[src/rtl/pio_seq_pkg.sv]
package pio_seq_pkg;
  typedef enum logic [1:0] {
    WIN_NONE = 2'd0,
    WIN_TASK = 2'd1,
    WIN_CTRL = 2'd2
  } pio_win_e;

  localparam logic [2:0] TAG_TASK = 3'b110;
  localparam logic [2:0] TAG_CTRL = 3'b111;
endpackage

[src/rtl/pio_win_decode.sv]
module pio_win_decode
  import pio_seq_pkg::*;
#(
  parameter int AW = 24
) (
  input  logic [AW-1:0] addr,
  output pio_win_e      win,
  output logic [2:0]    da
);
  logic unused_addr_bits;
  assign unused_addr_bits = ^{addr[AW-4:4], addr[0]};

  always_comb begin
    unique case (addr[AW-1:AW-3])
      TAG_TASK: win = WIN_TASK;
      TAG_CTRL: win = WIN_CTRL;
      default:  win = WIN_NONE;
    endcase
  end

  // register number sits one bit up: byte lane stays on the low half
  assign da = addr[3:1];
endmodule

[src/rtl/pio_timing_set.sv]
module pio_timing_set #(
  parameter int TW        = 8,
  parameter int CW        = TW + 2,
  parameter int RST_SETUP = 18,
  parameter int RST_PULSE = 73,
  parameter int RST_CYCLE = 150,
  parameter int MIN_RECOV = 7,
  parameter int CS_HOLD   = 4
) (
  input  logic          clk,
  input  logic          rst,
  input  logic          load_ok,
  input  logic          load,
  input  logic [TW-1:0] new_setup,
  input  logic [TW-1:0] new_pulse,
  input  logic [TW-1:0] new_cycle,
  output logic [CW-1:0] setup,
  output logic [CW-1:0] active,
  output logic [CW-1:0] cycle_eff,
  output logic [CW-1:0] cs_end
);
  localparam logic [CW-1:0] RECOV_C = CW'(MIN_RECOV);
  localparam logic [CW-1:0] HOLD_C  = CW'(CS_HOLD);

  logic [TW-1:0] s_q, p_q, c_q;
  logic [CW-1:0] floor_len;

  always_ff @(posedge clk) begin
    if (rst) begin
      s_q <= TW'(RST_SETUP);
      p_q <= TW'(RST_PULSE);
      c_q <= TW'(RST_CYCLE);
    end else if (load && load_ok) begin
      s_q <= new_setup;
      p_q <= new_pulse;
      c_q <= new_cycle;
    end
  end

  always_comb begin
    setup     = CW'(s_q);
    active    = CW'(s_q) + CW'(p_q);
    floor_len = active + RECOV_C;
    cycle_eff = (CW'(c_q) < floor_len) ? floor_len : CW'(c_q);
    cs_end    = active + HOLD_C;
  end

  // timing set frozen while a cycle runs or a request waits
  p_frozen_r10: assert property (@(posedge clk) disable iff (rst)
    !load_ok |=> ($stable(s_q) && $stable(p_q) && $stable(c_q)));
endmodule

[src/rtl/pio_cycle_engine.sv]
module pio_cycle_engine
  import pio_seq_pkg::*;
#(
  parameter int DW = 16,
  parameter int CW = 10
) (
  input  logic          clk,
  input  logic          rst,
  input  logic          start,
  input  logic          start_we,
  input  pio_win_e      start_win,
  input  logic [2:0]    start_da,
  input  logic [DW-1:0] start_wd,
  input  logic [CW-1:0] setup,
  input  logic [CW-1:0] active,
  input  logic [CW-1:0] cycle_eff,
  input  logic [CW-1:0] cs_end,
  input  logic          iordy,
  input  logic [DW-1:0] dd_in,
  output logic          busy,
  output logic          cs0_n,
  output logic          cs1_n,
  output logic          dior_n,
  output logic          diow_n,
  output logic [2:0]    da,
  output logic [DW-1:0] dd_out,
  output logic          dd_oe,
  output logic [DW-1:0] rdata,
  output logic          rvalid
);
  logic          busy_q, busy_n;
  logic [CW-1:0] t_q, t_n;
  logic          we_q, we_n;
  pio_win_e      win_q, win_n;
  logic          pulse_q, pulse_n, hit_n, stall;

  assign hit_n = (win_n != WIN_NONE);
  assign stall = pulse_q && (win_q != WIN_NONE) && !iordy;

  always_comb begin
    busy_n = busy_q;
    t_n    = t_q;
    we_n   = we_q;
    win_n  = win_q;
    if (start) begin
      busy_n = 1'b1;
      t_n    = '0;
      we_n   = start_we;
      win_n  = start_win;
    end else if (busy_q && !stall) begin
      if (t_q == cycle_eff - CW'(1)) busy_n = 1'b0;
      else                            t_n    = t_q + CW'(1);
    end
    pulse_n = busy_n && (t_n >= setup) && (t_n < active);
  end

  always_ff @(posedge clk) begin
    if (rst) begin
      busy_q  <= 1'b0;
      t_q     <= '0;
      we_q    <= 1'b0;
      win_q   <= WIN_NONE;
      pulse_q <= 1'b0;
      cs0_n   <= 1'b1;
      cs1_n   <= 1'b1;
      dior_n  <= 1'b1;
      diow_n  <= 1'b1;
      da      <= '0;
      dd_out  <= '0;
      dd_oe   <= 1'b0;
      rdata   <= '0;
      rvalid  <= 1'b0;
    end else begin
      busy_q  <= busy_n;
      t_q     <= t_n;
      we_q    <= we_n;
      win_q   <= win_n;
      pulse_q <= pulse_n;
      cs0_n   <= !(busy_n && (t_n < cs_end) && (win_n == WIN_TASK));
      cs1_n   <= !(busy_n && (t_n < cs_end) && (win_n == WIN_CTRL));
      dior_n  <= !(pulse_n && hit_n && !we_n);
      diow_n  <= !(pulse_n && hit_n && we_n);
      dd_oe   <= busy_n && hit_n && we_n;
      if (start) begin
        da     <= start_da;
        dd_out <= start_wd;
      end
      // capture on the edge that releases the read strobe
      rvalid <= !dior_n && !(pulse_n && hit_n && !we_n);
      if (!dior_n && !(pulse_n && hit_n && !we_n)) rdata <= dd_in;
    end
  end

  assign busy = busy_q;

  // only one strobe at a time
  p_one_strobe_r4: assert property (@(posedge clk) disable iff (rst)
    !(!dior_n && !diow_n));
  // the two windows never overlap
  p_cs_exclusive_r2: assert property (@(posedge clk) disable iff (rst)
    !(!cs0_n && !cs1_n));
  // a strobe always sits inside an active chip select
  p_strobe_in_cs_r6: assert property (@(posedge clk) disable iff (rst)
    (!dior_n || !diow_n) |-> (!cs0_n || !cs1_n));
  // idle bus is quiet
  p_idle_quiet_r1: assert property (@(posedge clk) disable iff (rst)
    !busy_q |-> (cs0_n && cs1_n && dior_n && diow_n && !dd_oe));
  // read data pulse follows the read strobe release
  p_rvalid_after_strobe_r8: assert property (@(posedge clk) disable iff (rst)
    rvalid |-> ($past(!dior_n) && dior_n));
  // the bus is driven only on writes
  p_oe_write_only_r7: assert property (@(posedge clk) disable iff (rst)
    dd_oe |-> dior_n);
  // a stalled strobe stays active
  p_stretch_r9: assert property (@(posedge clk) disable iff (rst)
    ((!dior_n || !diow_n) && !iordy) |=> (!dior_n || !diow_n));
endmodule

[src/rtl/pata_pio_seq.sv]
module pata_pio_seq
  import pio_seq_pkg::*;
#(
  parameter int AW        = 24,
  parameter int DW        = 16,
  parameter int TW        = 8,
  parameter int RST_SETUP = 18,
  parameter int RST_PULSE = 73,
  parameter int RST_CYCLE = 150,
  parameter int MIN_RECOV = 7,
  parameter int CS_HOLD   = 4
) (
  input  logic          clk,
  input  logic          rst,
  input  logic          req_valid,
  input  logic          req_we,
  input  logic [AW-1:0] req_addr,
  input  logic [DW-1:0] req_wdata,
  output logic          req_ready,
  output logic [DW-1:0] req_rdata,
  output logic          req_rvalid,
  input  logic          tm_load,
  input  logic [TW-1:0] tm_setup,
  input  logic [TW-1:0] tm_pulse,
  input  logic [TW-1:0] tm_cycle,
  output logic          ata_cs0_n,
  output logic          ata_cs1_n,
  output logic          ata_dior_n,
  output logic          ata_diow_n,
  output logic [2:0]    ata_da,
  input  logic          ata_iordy,
  input  logic [DW-1:0] ata_dd_in,
  output logic [DW-1:0] ata_dd_out,
  output logic          ata_dd_oe
);
  localparam int CW = TW + 2;

  pio_win_e      dec_win;
  logic [2:0]    dec_da;
  logic          busy, start, load_ok;
  logic [CW-1:0] setup, active, cycle_eff, cs_end;

  assign start     = req_valid && !busy;
  assign load_ok   = !busy && !req_valid;
  assign req_ready = !busy;

  pio_win_decode #(.AW(AW)) u_dec (
    .addr (req_addr),
    .win  (dec_win),
    .da   (dec_da)
  );

  pio_timing_set #(
    .TW(TW), .CW(CW), .RST_SETUP(RST_SETUP), .RST_PULSE(RST_PULSE),
    .RST_CYCLE(RST_CYCLE), .MIN_RECOV(MIN_RECOV), .CS_HOLD(CS_HOLD)
  ) u_tim (
    .clk       (clk),
    .rst       (rst),
    .load_ok   (load_ok),
    .load      (tm_load),
    .new_setup (tm_setup),
    .new_pulse (tm_pulse),
    .new_cycle (tm_cycle),
    .setup     (setup),
    .active    (active),
    .cycle_eff (cycle_eff),
    .cs_end    (cs_end)
  );

  pio_cycle_engine #(.DW(DW), .CW(CW)) u_eng (
    .clk       (clk),
    .rst       (rst),
    .start     (start),
    .start_we  (req_we),
    .start_win (dec_win),
    .start_da  (dec_da),
    .start_wd  (req_wdata),
    .setup     (setup),
    .active    (active),
    .cycle_eff (cycle_eff),
    .cs_end    (cs_end),
    .iordy     (ata_iordy),
    .dd_in     (ata_dd_in),
    .busy      (busy),
    .cs0_n     (ata_cs0_n),
    .cs1_n     (ata_cs1_n),
    .dior_n    (ata_dior_n),
    .diow_n    (ata_diow_n),
    .da        (ata_da),
    .dd_out    (ata_dd_out),
    .dd_oe     (ata_dd_oe),
    .rdata     (req_rdata),
    .rvalid    (req_rvalid)
  );

  // no new request is taken while a cycle is running
  p_no_accept_busy_r5: assert property (@(posedge clk) disable iff (rst)
    (busy && req_valid) |=> $stable(ata_da));
endmodule

[config.mk]
export PLATFORM = sky130hd
export DESIGN_NAME = pata_pio_seq
export DESIGN_NICKNAME = d
export VERILOG_FILES = /design/src/rtl/pio_seq_pkg.sv /design/src/rtl/pio_win_decode.sv /design/src/rtl/pio_timing_set.sv /design/src/rtl/pio_cycle_engine.sv /design/src/rtl/pata_pio_seq.sv
export SDC_FILE = /design/constraint.sdc
export NUM_CORES = 1
export LEC_CHECK = 0
export CAP_MARGIN = 20
export CORE_MARGIN = 2
export CORE_UTILIZATION = 52
export CTS_CLUSTER_DIAMETER = 150
export DETAILED_ROUTE_END_ITERATION = 8
export DONT_BUFFER_PORTS = 1
export GPL_TIMING_DRIVEN = 1
export PLACE_DENSITY = 0.67
export SLEW_MARGIN = 20
export SYNTH_ARGS = -nofsm -noshare
export SYNTH_HDL_FRONTEND = slang
export SYNTH_HIERARCHICAL = 1
export SYNTH_SLANG_ARGS = --single-unit
export TNS_END_PERCENT = 5
[constraint.sdc]
create_clock -name clk -period 8.6 [get_ports clk]
set_clock_uncertainty 0.15 [all_clocks]
set_input_delay 1.29 -clock clk [delete_from_list [all_inputs] [get_ports clk]]
set_output_delay 1.29 -clock clk [all_outputs]
set_load 0.01 [all_outputs]
# == After elaboration in Yosys (flattened, before gate mapping) ==
# Cells that the tools add are included.
# word_totals
ff_bits,80
in_bits,86
output_inout_bits,42
word_cells,70
# op_classes
n_addsub,5
magnitude_cmp,4
n_eq_ne,5
mux,10
reduce_logical,29
# op_table
operator,n
$mux 10,4
$add 10x3->10 const B,2
$logic_and 1x1->1,17
$add 10x1->10 const B,1
$eq 10x10->1,1
$ge 10x8->1,1
$logic_not 1->1,10
$lt 10x10->1,1
$lt 10x9->1,1
$lt 8x10->1,1
$sub 10x1->10 const B,1
$add 8x8->9,1
$eq 3x3->1 const B,2
$mux 1,4
$pmux 2 s2,1
$reduce_bool 2->1,2
$eq 2x1->1 const B,1
$eq 2x2->1 const B,1
$mux 2,1

# == Depth between registers and ports, before layout ==
# depth
depth_word,16
depth_mapped,38
ltp_nobuf,35

# == Hierarchy ==
# Netlist, hierarchy kept.
# by_module_without_submodules
mod,n_inst,cells_per_inst,area_each_um2,seq_area_each_um2
pio_cycle_engine,1,394,3331.9,1121.1
pio_timing_set,1,222,1803.0,480.5
pio_win_decode,1,5,38.8,0.0
pata_pio_seq,1,3,13.8,0.0

# == Least setup slack after synthesis ==
# Ideal clock, no wire load.
# synth_timing
kind,reg2reg
start,register u_tim.s_q[0]
end,register u_eng.rdata[10]
setup_ns,0.072
t_arrival_ns,7.568
t_required_ns,8.378
setup_slack_ns,0.810
path_stages_with_launch,38
n_path_buf,3
period_less_slack_ns,7.790
cell_sequence,dfxtp_1 > ha_1 > fa_1 > xor2_1 > inv_2 > ha_1 > a21oi_1 > nor2_1 > xnor2_1 > ha_1 > nand3_1 > a211oi_1 > a211o_1 > a21o_1 > o41ai_2 > a21oi_4 > mux2_4 > inv_1 > [... 2 more ...] > or4b_2 > a21oi_1 > o32ai_1 > o21ba_2 > clkbuf_1 > nand4_1 > xor2_1 > nor2_1 > ha_1 > a2111o_1 > a31oi_1 > o21ai_0 > o2111ai_1 > o2bb2ai_1 > o41a_1 > buf_6 > buf_12 > mux2i_1
# synth_via
elab_chain_len,16
elab_cells_between_ends,20
cone_classes,add/sub (3); order compare (3); eq/ne (1); mux (7); reduce/logical (6)
# synth_rtl
element,line,source
start: declaration,pio_timing_set.sv:25,"logic [TW-1:0] s_q, p_q, c_q;"
start signal: assignment,pio_timing_set.sv:30,s_q <= TW'(RST_SETUP);
start signal: assignment,pio_timing_set.sv:34,s_q <= new_setup;
$add 8x8->9 (*),pio_timing_set.sv:42,active = CW'(s_q) + CW'(p_q);
named net active[2],pata_pio_seq.sv:41,"logic [CW-1:0] setup, active, cycle_eff, cs_end;"
$add 10x3->10 (*),pio_timing_set.sv:43,floor_len = active + RECOV_C;
$lt 8x10->1 (*),pio_timing_set.sv:44,cycle_eff = (CW'(c_q) < floor_len) ? floor_len : CW'(c_q);
$mux 10 (*),pio_timing_set.sv:44,
named net cycle_eff[0],pata_pio_seq.sv:41,
$sub 10x1->10 (*),pio_cycle_engine.sv:51,if (t_q == cycle_eff - CW'(1)) busy_n = 1'b0;
$eq 10x10->1 (*),pio_cycle_engine.sv:51,
[... 2 more ...],--,
$mux 10 (*),pio_cycle_engine.sv:45,if (start) begin
named net u_eng.t_n[5],pio_cycle_engine.sv:32,"logic [CW-1:0] t_q, t_n;"
$ge 10x8->1,pio_cycle_engine.sv:54,pulse_n = busy_n && (t_n >= setup) && (t_n < active);
$logic_and 1x1->1,pio_cycle_engine.sv:54,
$logic_and 1x1->1 (*),pio_cycle_engine.sv:54,
$logic_and 1x1->1 (*) (2 in series),pio_cycle_engine.sv:90,if (!dior_n && !(pulse_n && hit_n && !we_n)) rdata <= dd_in;
$logic_not 1->1 (*),pio_cycle_engine.sv:90,
$logic_and 1x1->1 (*),pio_cycle_engine.sv:90,
end signal: assignment,pio_cycle_engine.sv:90,
end: declaration,pio_cycle_engine.sv:28,"output logic [DW-1:0] rdata,"
# Mark *: on every way through the listed nets, which the timed path passes. The rest lies on a longest branch.
# A chain may end at the register's enable or synchronous reset.

# == Worst setup path in the final report ==
# layout_timing
start,register u_tim.s_q[0]
end,register u_eng.rdata[7]
# The elaborated chain is that of the path after synthesis.

==> impl_metrics.json <==
{
  "period_minus_slack_ns": 8.05,
  "drt_iter0_drc": 193,
  "fillCellCount": 908,
  "area.sequential_mm2": 0.00160,
  "clock_path_buffers": 2,
  "grt_usage_pct": 20.7,
  "synth_cells": 624,
  "cp_max_fo": 17,
  "path_class": "flip-flop to flip-flop",
  "dr.pass1.iters": 4,
  "area_growth_pct": 9.38,
  "grt_pass1_wl_mm": 18.5,
  "grt_max_degree": 52,
  "antenna_found_initial": 0,
  "io-pin-count": 128,
  "worst_slew_pin_slew_ns": 0.890,
  "dp_hpwl_mm": 8.70,
  "cts.clk_slew.worst_paths_ns": 0.10,
  "ys_seq_area_share_pct": 30.9,
  "drive_gt1_share_pct": 11.2,
  "cts-root-buf": "clkbuf_8",
  "htreeDepth": 3,
  "avgViaCountPerCell": 5.42,
  "synth_edf_count": 0,
  "cpPeakStageDelay_ns": 0.50,
  "portBuffers": 0,
  "die_x_um": 104,
  "required_ns": 8.72,
  "hp-class": "flip-flop to flip-flop",
  "first_global_vias": 4081,
  "rows": 36,
  "syn_avg_cell_area_um2": 8.31,
  "slew_headroom_pct": 40.3,
  "async_flop_share_pct": 0,
  "synth_area_mm2": 0.00519,
  "status": "finished clean",
  "dpl_cell_area_mm2": 0.00536,
  "place_ws_ns": 0.296,
  "start_util_pct": 53.3,
  "finalNetCount": 766,
  "cp_slowest_cell": "or4_1",
  "wl_mm": 11.5,
  "yosys_most_used_dff": "dfxtp_1",
  "timing.fmax_mhz": 124,
  "setup_violations": 0,
  "cts_buffers": 9,
  "stdcell_area_mm2": 0.00567,
  "cts_sinks": 80,
  "core_mm2": 0.00973,
  "die_area_mm2": 0.0108,
  "ys_types": 70,
  "multi_input_area_mm2": 0.00330,
  "num_vias": 4166,
  "total_leakage_power_nw": 2.55,
  "gp_congestion": 0.907,
  "end_kind": "flip-flop",
  "antenna_left": 0,
  "hold_ws_ns": 0.310,
  "synth_warnings": 6,
  "ir_drop_uv": 79.2,
  "antenna_cells": 0,
  "avgRoutedWirePerCell_um": 14.9,
  "worst_setup_path_start_kind": "flip-flop",
  "hold_viol": 0,
  "cts_tree": "done",
  "fin_crit_sh_pct": 93.6,
  "drc": 0,
  "insertion_delay_ns": 0.35,
  "power_density_mw_per_mm2": 181,
  "slew_viol_final": 0,
  "synth.ff_latch_count": 80,
  "grt.overflow.total": 0,
  "crit_top_cell": "ha_1",
  "cp.arrival_ns": 8.17,
  "dieHeight_um": 104,
  "setup_ws_ns": 0.551,
  "drv_cap": 0
}
-- cell families after synthesis --
family	count (synthesis)	synth area share, %
buffers and inverters	79	6.78
and+or+nand+nor	237	21.6
muxes	46	8.97
AOI/OAI and AO/OA	96	13.0
other	1	0.0723
xor gates and xnor gates	36	6.73
DFF	80	30.9
adders and majority gates	49	12.0
-- per-stage QoR --
stage	instances	utilization, %	setup TNS (ns)	power [mW]
finish	769	58.3	0	1.03
global route	769	58.3	-0.0855	1.09
CTS	764	57.3	0	1.01
detailed placement	748	55.1	0	0.708
global placement	748	55.1	0	0.700
floorplan	626	-	0	0.641
-- Yosys cell counts (3+ instances only) --
| cell type | n | area, µm² |
|---|---|---|
| buf_4 | 8 | 60.1 |
| nor3_1 | 5 | 25.0 |
| o211ai_1 | 5 | 37.5 |
| o21ai_0 | 13 | 65.1 |
| inv_1 | 45 | 169 |
| nand3b_1 | 13 | 97.6 |
| ha_1 | 48 | 601 |
| o21a_1 | 3 | 22.5 |
| nand2_1 | 102 | 383 |
| and3_1 | 4 | 25.0 |
| nor4_1 | 4 | 25.0 |
| a211oi_1 | 3 | 22.5 |
| nor2b_1 | 6 | 37.5 |
| nor2_1 | 53 | 199 |
| nand3_1 | 12 | 60.1 |
| and2_1 | 7 | 43.8 |
| nor3b_1 | 3 | 22.5 |
| xnor2_1 | 15 | 131 |
| nand4_1 | 11 | 68.8 |
| a21o_1 | 11 | 82.6 |
| a21oi_1 | 33 | 165 |
| clkbuf_1 | 19 | 71.3 |
| xor2_1 | 18 | 158 |
| dfxtp_1 | 80 | 1600 |
| mux2i_1 | 45 | 450 |
-- final timing paths --
kind,slack (ns),cells after the start,end,start
worst max register to register,0.55,33,u_eng/rdata[7],u_tim/s_q[0]
worst min-delay path,0.31,2,u_tim/p_q[7],u_tim/p_q[7]
worst min register to register,0.31,2,u_tim/p_q[7],u_tim/p_q[7]
worst max-delay path,0.55,33,u_eng/rdata[7],u_tim/s_q[0]
-- area by class of cell --
cell class | count | area share (%)
Clock inverter | 6 | 1.28
Inverter | 48 | 3.18
Sequential cell | 80 | 28.2
Tap cell | 133 | 2.93
Multi-Input combinational cell | 467 | 58.1
Timing Repair Buffer | 25 | 3.88
Clock buffer | 10 | 2.43
-- sequential cells by signal, summed over array words and instances, names as in the netlist, 2 cells and up --
signal        cells
u_eng/da          3
u_eng/dd_out     16
u_eng/rdata      16
u_eng/t_q        10
u_eng/win_q       2
u_tim/c_q         8
u_tim/p_q         8
u_tim/s_q         8
-- what timing repair did --
item / 4_1_cts / 5_1_grt
hold buffers: 0 / 0
setup endpoints to repair: 0 / 18
hold endpoints to repair: 0 / 0
gates resized for setup: 0 / 8
setup buffers: 0 / 4
-- worst max-delay path: cells and delay by family (launching register included) --
kind,cells,cell delay [ns]
compound gates,14,2.88
xor+xnor,3,0.43
fa+ha+maj,5,1.56
buf+inv,2,0.36
flops,1,0.37
mux,2,0.60
simple gates,7,1.60
-- cell usage in the layout, fill, tap and decap left out, drive strengths merged, types with 3 or more instances in the layout --
cell type	count
conb	3
inv	50
and3	5
o21a	3
or2	3
mux2i	45
nand4	11
clkinv	3
nand3b	13
a21oi	34
clkbuf	10
buf	25
nor2	53
a21o	12
o211ai	6
nor3	5
dfxtp	80
nand3	12
xor2	19
o21bai	3
xnor2	17
nor2b	6
o21ai	15
ha	48
or4	3
nor3b	3
and2	7
nor4	4
a211oi	3
nand2	103
-- per-layer routing --
layer	vias up	track usage (%)	part of all wire (%)
met5	-	0	0
met4	0	7.72	2.3
met3	18	4.39	4.2
met2	96	35.0	48
met1	1907	25.8	45
li1	2145	-	-
-- report_power, final --
group	switching, mW	leakage, nW	total, mW	internal (mW)
Clock	0.150	0.109	0.297	0.146
Sequential	0.0146	0.652	0.399	0.384
Combinational	0.184	1.79	0.331	0.148
No activity file was read; power rests on OpenSTA's default activity.
